### config.mk
export PLATFORM = sky130hd
export DESIGN_NAME = sop_logic_array
export DESIGN_NICKNAME = d
export VERILOG_FILES = /design/src/rtl/sop_pkg.sv /design/src/rtl/sop_cfg_chain.sv /design/src/rtl/sop_and_plane.sv /design/src/rtl/sop_or_plane.sv /design/src/rtl/sop_logic_array.sv
export SDC_FILE = /design/constraint.sdc
export NUM_CORES = 1
export LEC_CHECK = 0
export BUFFER_PORTS_ARGS = -buffer_cell sky130_fd_sc_hd__buf_2
export CORE_MARGIN = 8
export CORE_UTILIZATION = 26
export CTS_CLUSTER_DIAMETER = 40
export CTS_CLUSTER_SIZE = 30
export DETAILED_ROUTE_END_ITERATION = 12
export PLACE_DENSITY = 0.49
export RECOVER_POWER = 50
export SETUP_SLACK_MARGIN = 0.05
export SYNTH_ARGS = -nofsm -noshare
export SYNTH_HDL_FRONTEND = slang
export SYNTH_SLANG_ARGS = --single-unit
export TNS_END_PERCENT = 50
### constraint.sdc
create_clock -name pclk -period 0.9 [get_ports pclk]
set_clock_uncertainty 0.2 [all_clocks]
set_input_delay 0.09 -clock pclk [delete_from_list [all_inputs] [get_ports pclk]]
set_output_delay 0.09 -clock pclk [all_outputs]
set_load 0.02 [all_outputs]
### src/rtl/sop_pkg.sv
package sop_pkg;
   // two literals (true, inverse) per primary input
   localparam int unsigned POLARITIES = 2;

   function automatic int unsigned lit_pos(input int unsigned term_idx,
                                           input int unsigned inp_idx,
                                           input int unsigned n_inputs,
                                           input bit          inverted);
      return term_idx * (POLARITIES * n_inputs) + POLARITIES * inp_idx + (inverted ? 1 : 0);
   endfunction
endpackage

### src/rtl/sop_cfg_chain.sv
module sop_cfg_chain #(
   parameter int unsigned WIDTH = 18
) (
   input  logic             clk,
   input  logic             rst_n,
   input  logic             shift_en,
   input  logic             ser_in,
   output logic [WIDTH-1:0] cfg_q
);
   generate
      if (WIDTH < 2) begin : g_bad_width
         $error("sop_cfg_chain: WIDTH must be at least 2");
      end
   endgenerate

   always_ff @(posedge clk or negedge rst_n) begin
      if (!rst_n)        cfg_q <= '0;
      else if (shift_en) cfg_q <= {cfg_q[WIDTH-2:0], ser_in};
   end

   // contents frozen whenever shifting is disabled
   p_hold_when_idle_r8: assert property (@(posedge clk) disable iff (!rst_n)
      !shift_en |=> $stable(cfg_q))
      else $error("R8 configuration changed while idle");
endmodule

### src/rtl/sop_and_plane.sv
module sop_and_plane
   import sop_pkg::*;
#(
   parameter int unsigned N_IN    = 3,
   parameter int unsigned N_TERMS = 3,
   localparam int unsigned TERM_W = POLARITIES * N_IN,
   localparam int unsigned CFG_W  = TERM_W * N_TERMS
) (
   input  logic               clk,
   input  logic               rst_n,
   input  logic [N_IN-1:0]    in_vec,
   input  logic [CFG_W-1:0]   cfg,
   output logic [N_TERMS-1:0] terms
);
   generate
      if (N_IN < 1 || N_TERMS < 1) begin : g_bad_shape
         $error("sop_and_plane: need at least one input and one term");
      end

      for (genvar t = 0; t < N_TERMS; t++) begin : g_term
         logic [N_IN-1:0]   blocked;
         logic [TERM_W-1:0] mask;
         assign mask = cfg[t*TERM_W +: TERM_W];

         for (genvar i = 0; i < N_IN; i++) begin : g_inp
            logic use_true, use_inv;
            assign use_true   = cfg[lit_pos(t, i, N_IN, 1'b0)];
            assign use_inv    = cfg[lit_pos(t, i, N_IN, 1'b1)];
            // a connected literal that is currently 0 pulls the wired AND low
            assign blocked[i] = (use_true & ~in_vec[i]) | (use_inv & in_vec[i]);

            // both polarities of one input force the term low
            p_contradiction_zero_r6: assert property (@(posedge clk) disable iff (!rst_n)
               (use_true && use_inv) |-> !terms[t])
               else $error("R6 contradictory term not zero");
         end

         assign terms[t] = ~|blocked;

         // an empty term reads as 1
         p_empty_term_one_r5: assert property (@(posedge clk) disable iff (!rst_n)
            (mask == '0) |-> terms[t])
            else $error("R5 empty term not one");
      end
   endgenerate
endmodule

### src/rtl/sop_or_plane.sv
module sop_or_plane #(
   parameter int unsigned N_TERMS = 3
) (
   input  logic [N_TERMS-1:0] terms,
   input  logic               quiet,
   output logic               sum_out
);
   generate
      if (N_TERMS == 1) begin : g_single
         assign sum_out = terms[0] & ~quiet;
      end else begin : g_multi
         assign sum_out = (|terms) & ~quiet;
      end
   endgenerate
endmodule

### src/rtl/sop_logic_array.sv
module sop_logic_array
   import sop_pkg::*;
#(
   parameter int unsigned N_IN    = 3,
   parameter int unsigned N_TERMS = 3,
   localparam int unsigned CFG_W  = POLARITIES * N_IN * N_TERMS
) (
   input  logic            pclk,
   input  logic            prst_n,
   input  logic            prog_en,
   input  logic            prog_din,
   input  logic [N_IN-1:0] in_vec,
   output logic            f_out
);
   logic [CFG_W-1:0]   cfg;
   logic [N_TERMS-1:0] terms;

   sop_cfg_chain #(.WIDTH(CFG_W)) u_chain (
      .clk(pclk), .rst_n(prst_n), .shift_en(prog_en), .ser_in(prog_din), .cfg_q(cfg)
   );

   sop_and_plane #(.N_IN(N_IN), .N_TERMS(N_TERMS)) u_and (
      .clk(pclk), .rst_n(prst_n), .in_vec(in_vec), .cfg(cfg), .terms(terms)
   );

   sop_or_plane #(.N_TERMS(N_TERMS)) u_or (
      .terms(terms), .quiet(prog_en), .sum_out(f_out)
   );

   // output silent during loading
   p_quiet_while_loading_r7: assert property (@(posedge pclk) disable iff (!prst_n)
      prog_en |-> !f_out)
      else $error("R7 output active during load");

   // any live term drives the output high once loading ends
   p_or_any_term_r4: assert property (@(posedge pclk) disable iff (!prst_n)
      (!prog_en && terms != '0) |-> f_out)
      else $error("R4 live term not reflected");

   // no live term leaves the output low
   p_or_no_term_r4: assert property (@(posedge pclk) disable iff (!prst_n)
      (terms == '0) |-> !f_out)
      else $error("R4 output high with no live term");
endmodule

* Yosys cells after proc, flatten, opt, wreduce, memory -nomap -nowiden
Cells that the tools add are included.
Storage, ports and cells: bits in registers 18, output and inout bits 1, word-level logic and storage cells 40, input port bits 7
Cells by class: reduce and logical (&&, ||, !) cells 7, bitwise logic cells 32
Operators with widths (number):
- $and 1x1->1 | 19
- $reduce_or 3->1 | 4
- $or 1x1->1 | 9
- $not 1->1 | 4
- $logic_not 1->1 | 3

* Longest topological paths before layout
depth in word-level cells 7, gate-level depth with buffers 3, depth with buffers taken out 3

* Modules after synthesis
From an unflattened synthesis, not the netlist that was laid out.
Second synthesis, totals: cells, all modules 52, area total of the unflattened synthesis 839.6 sq um
Modules (own cells, without submodules):
- sop_cfg_chain | sequential area each 450.4 sq um, area an instance 721.9 sq um, cells an instance 38, instances 1
- sop_and_plane | sequential area each 0.0 sq um, area an instance 108.9 sq um, cells an instance 12, instances 1
- sop_or_plane | sequential area each 0.0 sq um, area an instance 8.8 sq um, cells an instance 2, instances 1

* Least setup slack after synthesis
No wires, ideal clock.
path kind reg2out, start point register u_chain.cfg_q[1], end point output port f_out, data arrival time 0.788 ns, slack -0.178 ns, required time 0.610 ns, buffers on the path 0, cell stages (with the launch flop) 4, cells stage by stage dfrtp_1 > mux2i_1 > nand4b_1 > nand3_1
Between the ends: word-level cells in the longest chain between the ends 6
Ends and longest elaborated chain:
- start: declaration | line sop_cfg_chain.sv:8 | output logic [WIDTH-1:0] cfg_q
- start signal: assignment | line sop_cfg_chain.sv:18 | else if (shift_en) cfg_q <= {cfg_q[WIDTH-2:0], ser_in};
- $and 1x1->1 | line sop_and_plane.sv:30 | assign blocked[i] = (use_true & ~in_vec[i]) | (use_inv & in_vec[i]);
- $or 1x1->1 | line sop_and_plane.sv:30
- $reduce_or 3->1 | line sop_and_plane.sv:38 | assign terms[t] = ~|blocked;
- $logic_not 1->1 | line sop_and_plane.sv:38
- $reduce_or 3->1 | line sop_or_plane.sv:12 | assign sum_out = (|terms) & ~quiet;
- $and 1x1->1 | line sop_or_plane.sv:12
- end: declaration | line sop_logic_array.sv:13 | output logic f_out
Every way passes these cells.

==> summary.md <==
| Metric | Value |
|---|---|
| R2R Path Start | u_chain.cfg_q[11] |
| IO Count | 8 |
| Worst reg2reg setup slack | -600 ps |
| Synth Register Bits | 18 |
| Maximum VDD drop | between 0.0006 and 0.0007 V |
| Internal Power | between 2 and 3 mW |
| Largest net degree at the start of global routing | 19 |
| Async SR Flop Fraction | between 90% and 100% |
| Core area | 3260 µm² |
| Largest Register | u_chain.cfg_q |
| Distinct cells, synth | 7 |
| Sw frac | between 20% and 30% |
| Initial core utilization | 26.4% |
| GRT Util Overall | roughly 6.6% |
| Cell Rows | 21 |
| Antenna cells | 0 |
| Worst R2R Path Depth | 6 |
| Startpoint Class | flip-flop |
| Congestion Overflow GR | 0 |
| Worst setup EP type | flip-flop |
| CP required | around 900 ps |
| Layout area overhead | 45.8% |
| Most frequent CP cell | buf_6 |
| Synth top area share | 52.3% |
| Vias | around 520 |
| Initial antenna violation count | 0 |
| RSZ-0062 raised after global routing | true |
| Minimum clock period | about 1500 ps |
| Overall power | about 3.5 mW |
| Num CTS Buffers | 3 |
| Number of flip-flops under the largest register name | 18 |
| Max Cap Viol | 0 |
| Endpoints failing setup | 19 |
| Leak | ~0.63 nW |
| Comb power frac | around half |
| Post-Route Utilization | slightly below 40% |
| Clock share of power | a little under an eighth |
| Die area | 5410 µm² |
| Hold Path Origin | prog_din |
| Vias per Instance | around 4.0 |
| Pre-CTS setup slack | -321 ps |
| Critical path arrival | roughly 1500 ps |
| Worst Path Buf+Inv | 5 |
| Layout Cells excl Fill | 130 |
| Chip Height | between 70 and 80 µm |
| Syn nets | 58 |
| Power per cell area | ~2800 nW/µm² |
| Clk sink count | 18 |
| Worst Slack Setup Final | -600 ps |
| CP max stage cell | dfrtp_1 |
| Worst Hold Class | in2reg |
| Final worst path period share | 167% |
| Top flop regs | u_chain.cfg_q: 18 flops |
| CTS tree | done |
| Final net count | 93 |
| Yosys top cell by area | dfrtp_1 |
| Remaining antenna violation count | 0 |
| Top-count cell post-synth | dfrtp_1 |
| Largest fanout on the critical path | 2 |
| Vias in the first global route | between 500 and 600 |
| First-pass GRT wire length | 2730 µm |
| HPWL Detailed | about 1100 µm |
| Status | finished with violations |
| Slew Viols, Final | 0 |
| Fmax | ~0.67 GHz |
| Least-Margin Pin Slew | roughly 430 ps |
| Seq/Total Area, Yosys | a little over half |
| Pre-antenna DRT Iters | 4 |
| Clk_lat worst skew | 290 ps |
| P_sw | 0.915 mW |
| H-tree levels | 1 |
| Hold EP | u_chain.cfg_q[0] |
| Fin. Hold Viols | 1 |
| Max Root-Sink Buffers | 2 |
| Share of cells above drive strength 1 | a little over three fifths |
| Ys flop type | dfrtp_1 |
| Setup CP Type | reg2reg |
| Synth Cell Area | ~860 µm² |
| Failing checks | hold timing, setup timing |
| Slowest stage delay, CP | 400 ps |
| Critical-path cell list | buf_4, buf_6, buf_6, buf_6, buf_6, mux2_4 |
| Final wirelength | roughly 1600 µm |
| Mapped Cells | 51 |
| Cells after DPL | 120 |
| Routability congestion estimate | 0.694 |
| First DRT Iteration DRCs | 12 |
| DRC viols | 0 |
| Top cells by count, synth | 18 x dfrtp_1, 17 x mux2_4, 9 x mux2i_1 |
| Reg power frac | between 30% and 40% |
| # port buffers | 7 |
| Yosys warns | 0 |
| Main area contributors after synthesis | dfrtp_1 52%, mux2_4 30%, mux2i_1 10% |
| Root Driver | clkbuf_4 |
| Number of enable flip-flop cells after synthesis | 0 |
| Reg2reg end | u_chain.cfg_q[11] |
| Die width | around 74 µm |
| Syn avg cell area | 16.9 µm² |
| Top cell family by delay on the critical path | buffers and inverters |
| Slew HR | 71.1% |
| Hold Buf Count CTS | 1 |
| Hold path depth | 2 |
| Final hold slack | -175 ps |
| Clock-pin slew on the worst setup and hold paths | roughly 110 ps |
| Routed wire length per instance | approximately 12 µm |
cells by family (layout without fill, tap and decap cells):
logic type             count (synthesis)  after routing  synth area share [%]
AND/OR/NAND/NOR                        4              4                  3.63
flip-flops                            18             18                  52.3
multiplexers                          27             27                  41.4
buffers and inverters                  2             35                  2.62
power groups by stage:
| stage | clock network [mW] | logic, mW | registers [mW] |
|---|---|---|---|
| CTS | 0.409 | 1.56 | 1.35 |
| global placement | 0 | 1.23 | 1.32 |
| detailed placement | 0 | 1.24 | 1.32 |
| finish | 0.401 | 1.70 | 1.35 |
| floorplan | 0 | 0.671 | 1.32 |
| global route | 0.439 | 1.83 | 1.39 |
cell type report:
cell class	count	area, µm²
clock buffer	3	22.5
timing repair buffer	32	328
multi-input combinational	31	397
fill	337	2000
sequential	18	450
tap	46	57.6
how the worst max path moves through the flow:
stage,startpoint,endpoint,slack (ps),depth (start not counted)
2_1_floorplan,u_chain.cfg_q[1],f_out,-130,3
3_3_place_gp,u_chain.cfg_q[11],f_out,-330,4
3_5_place_dp,u_chain.cfg_q[11],f_out,-320,4
4_1_cts,u_chain.cfg_q[11],f_out,-620,4
5_1_grt,u_chain.cfg_q[7],f_out,-670,4
6_report,u_chain.cfg_q[11],u_chain.cfg_q[11],-600,6
through the flow:
stage / cell area (µm²) / hold slack (ps) / TNS [ps]
floorplan: 866 / -406 / -887
global placement: 1100 / -160 / -3940
detailed placement: 1100 / -157 / -3910
CTS: 1220 / -172 / -4530
global route: 1250 / -175 / -5560
finish: 1250 / -175 / -5080
what timing repair did:
item | 4_1_cts | 5_1_grt
buffers inserted | 4 | 5
setup endpoints to repair | 19 | 19
pin swaps | 1 | 2
gates resized for setup | 18 | 5
hold endpoints to repair | 19 | 1
placed cells by master, fill, tap and decap left out, drive strengths merged:
cell type,count
dfrtp,18
nand3,1
dlygate4sd3,1
mux2,18
nand4b,3
mux2i,9
buf,30
clkbuf,4
worst register-to-register path, delay by kind of cell (launching register included):
kind | cells | cell delay (ps)
buf+inv | 5 | 540
flops | 1 | 400
mux | 1 | 250
per-layer routing:
metal	vias up	part of all wire [%]	GRT usage (%)
met5	-	0	0
met4	0	1.5	3.99
met3	2	3.0	1.50
met2	6	47	9.84
met1	258	49	8.26
li1	257	-	-
No activity file was read; power rests on OpenSTA's default activity.
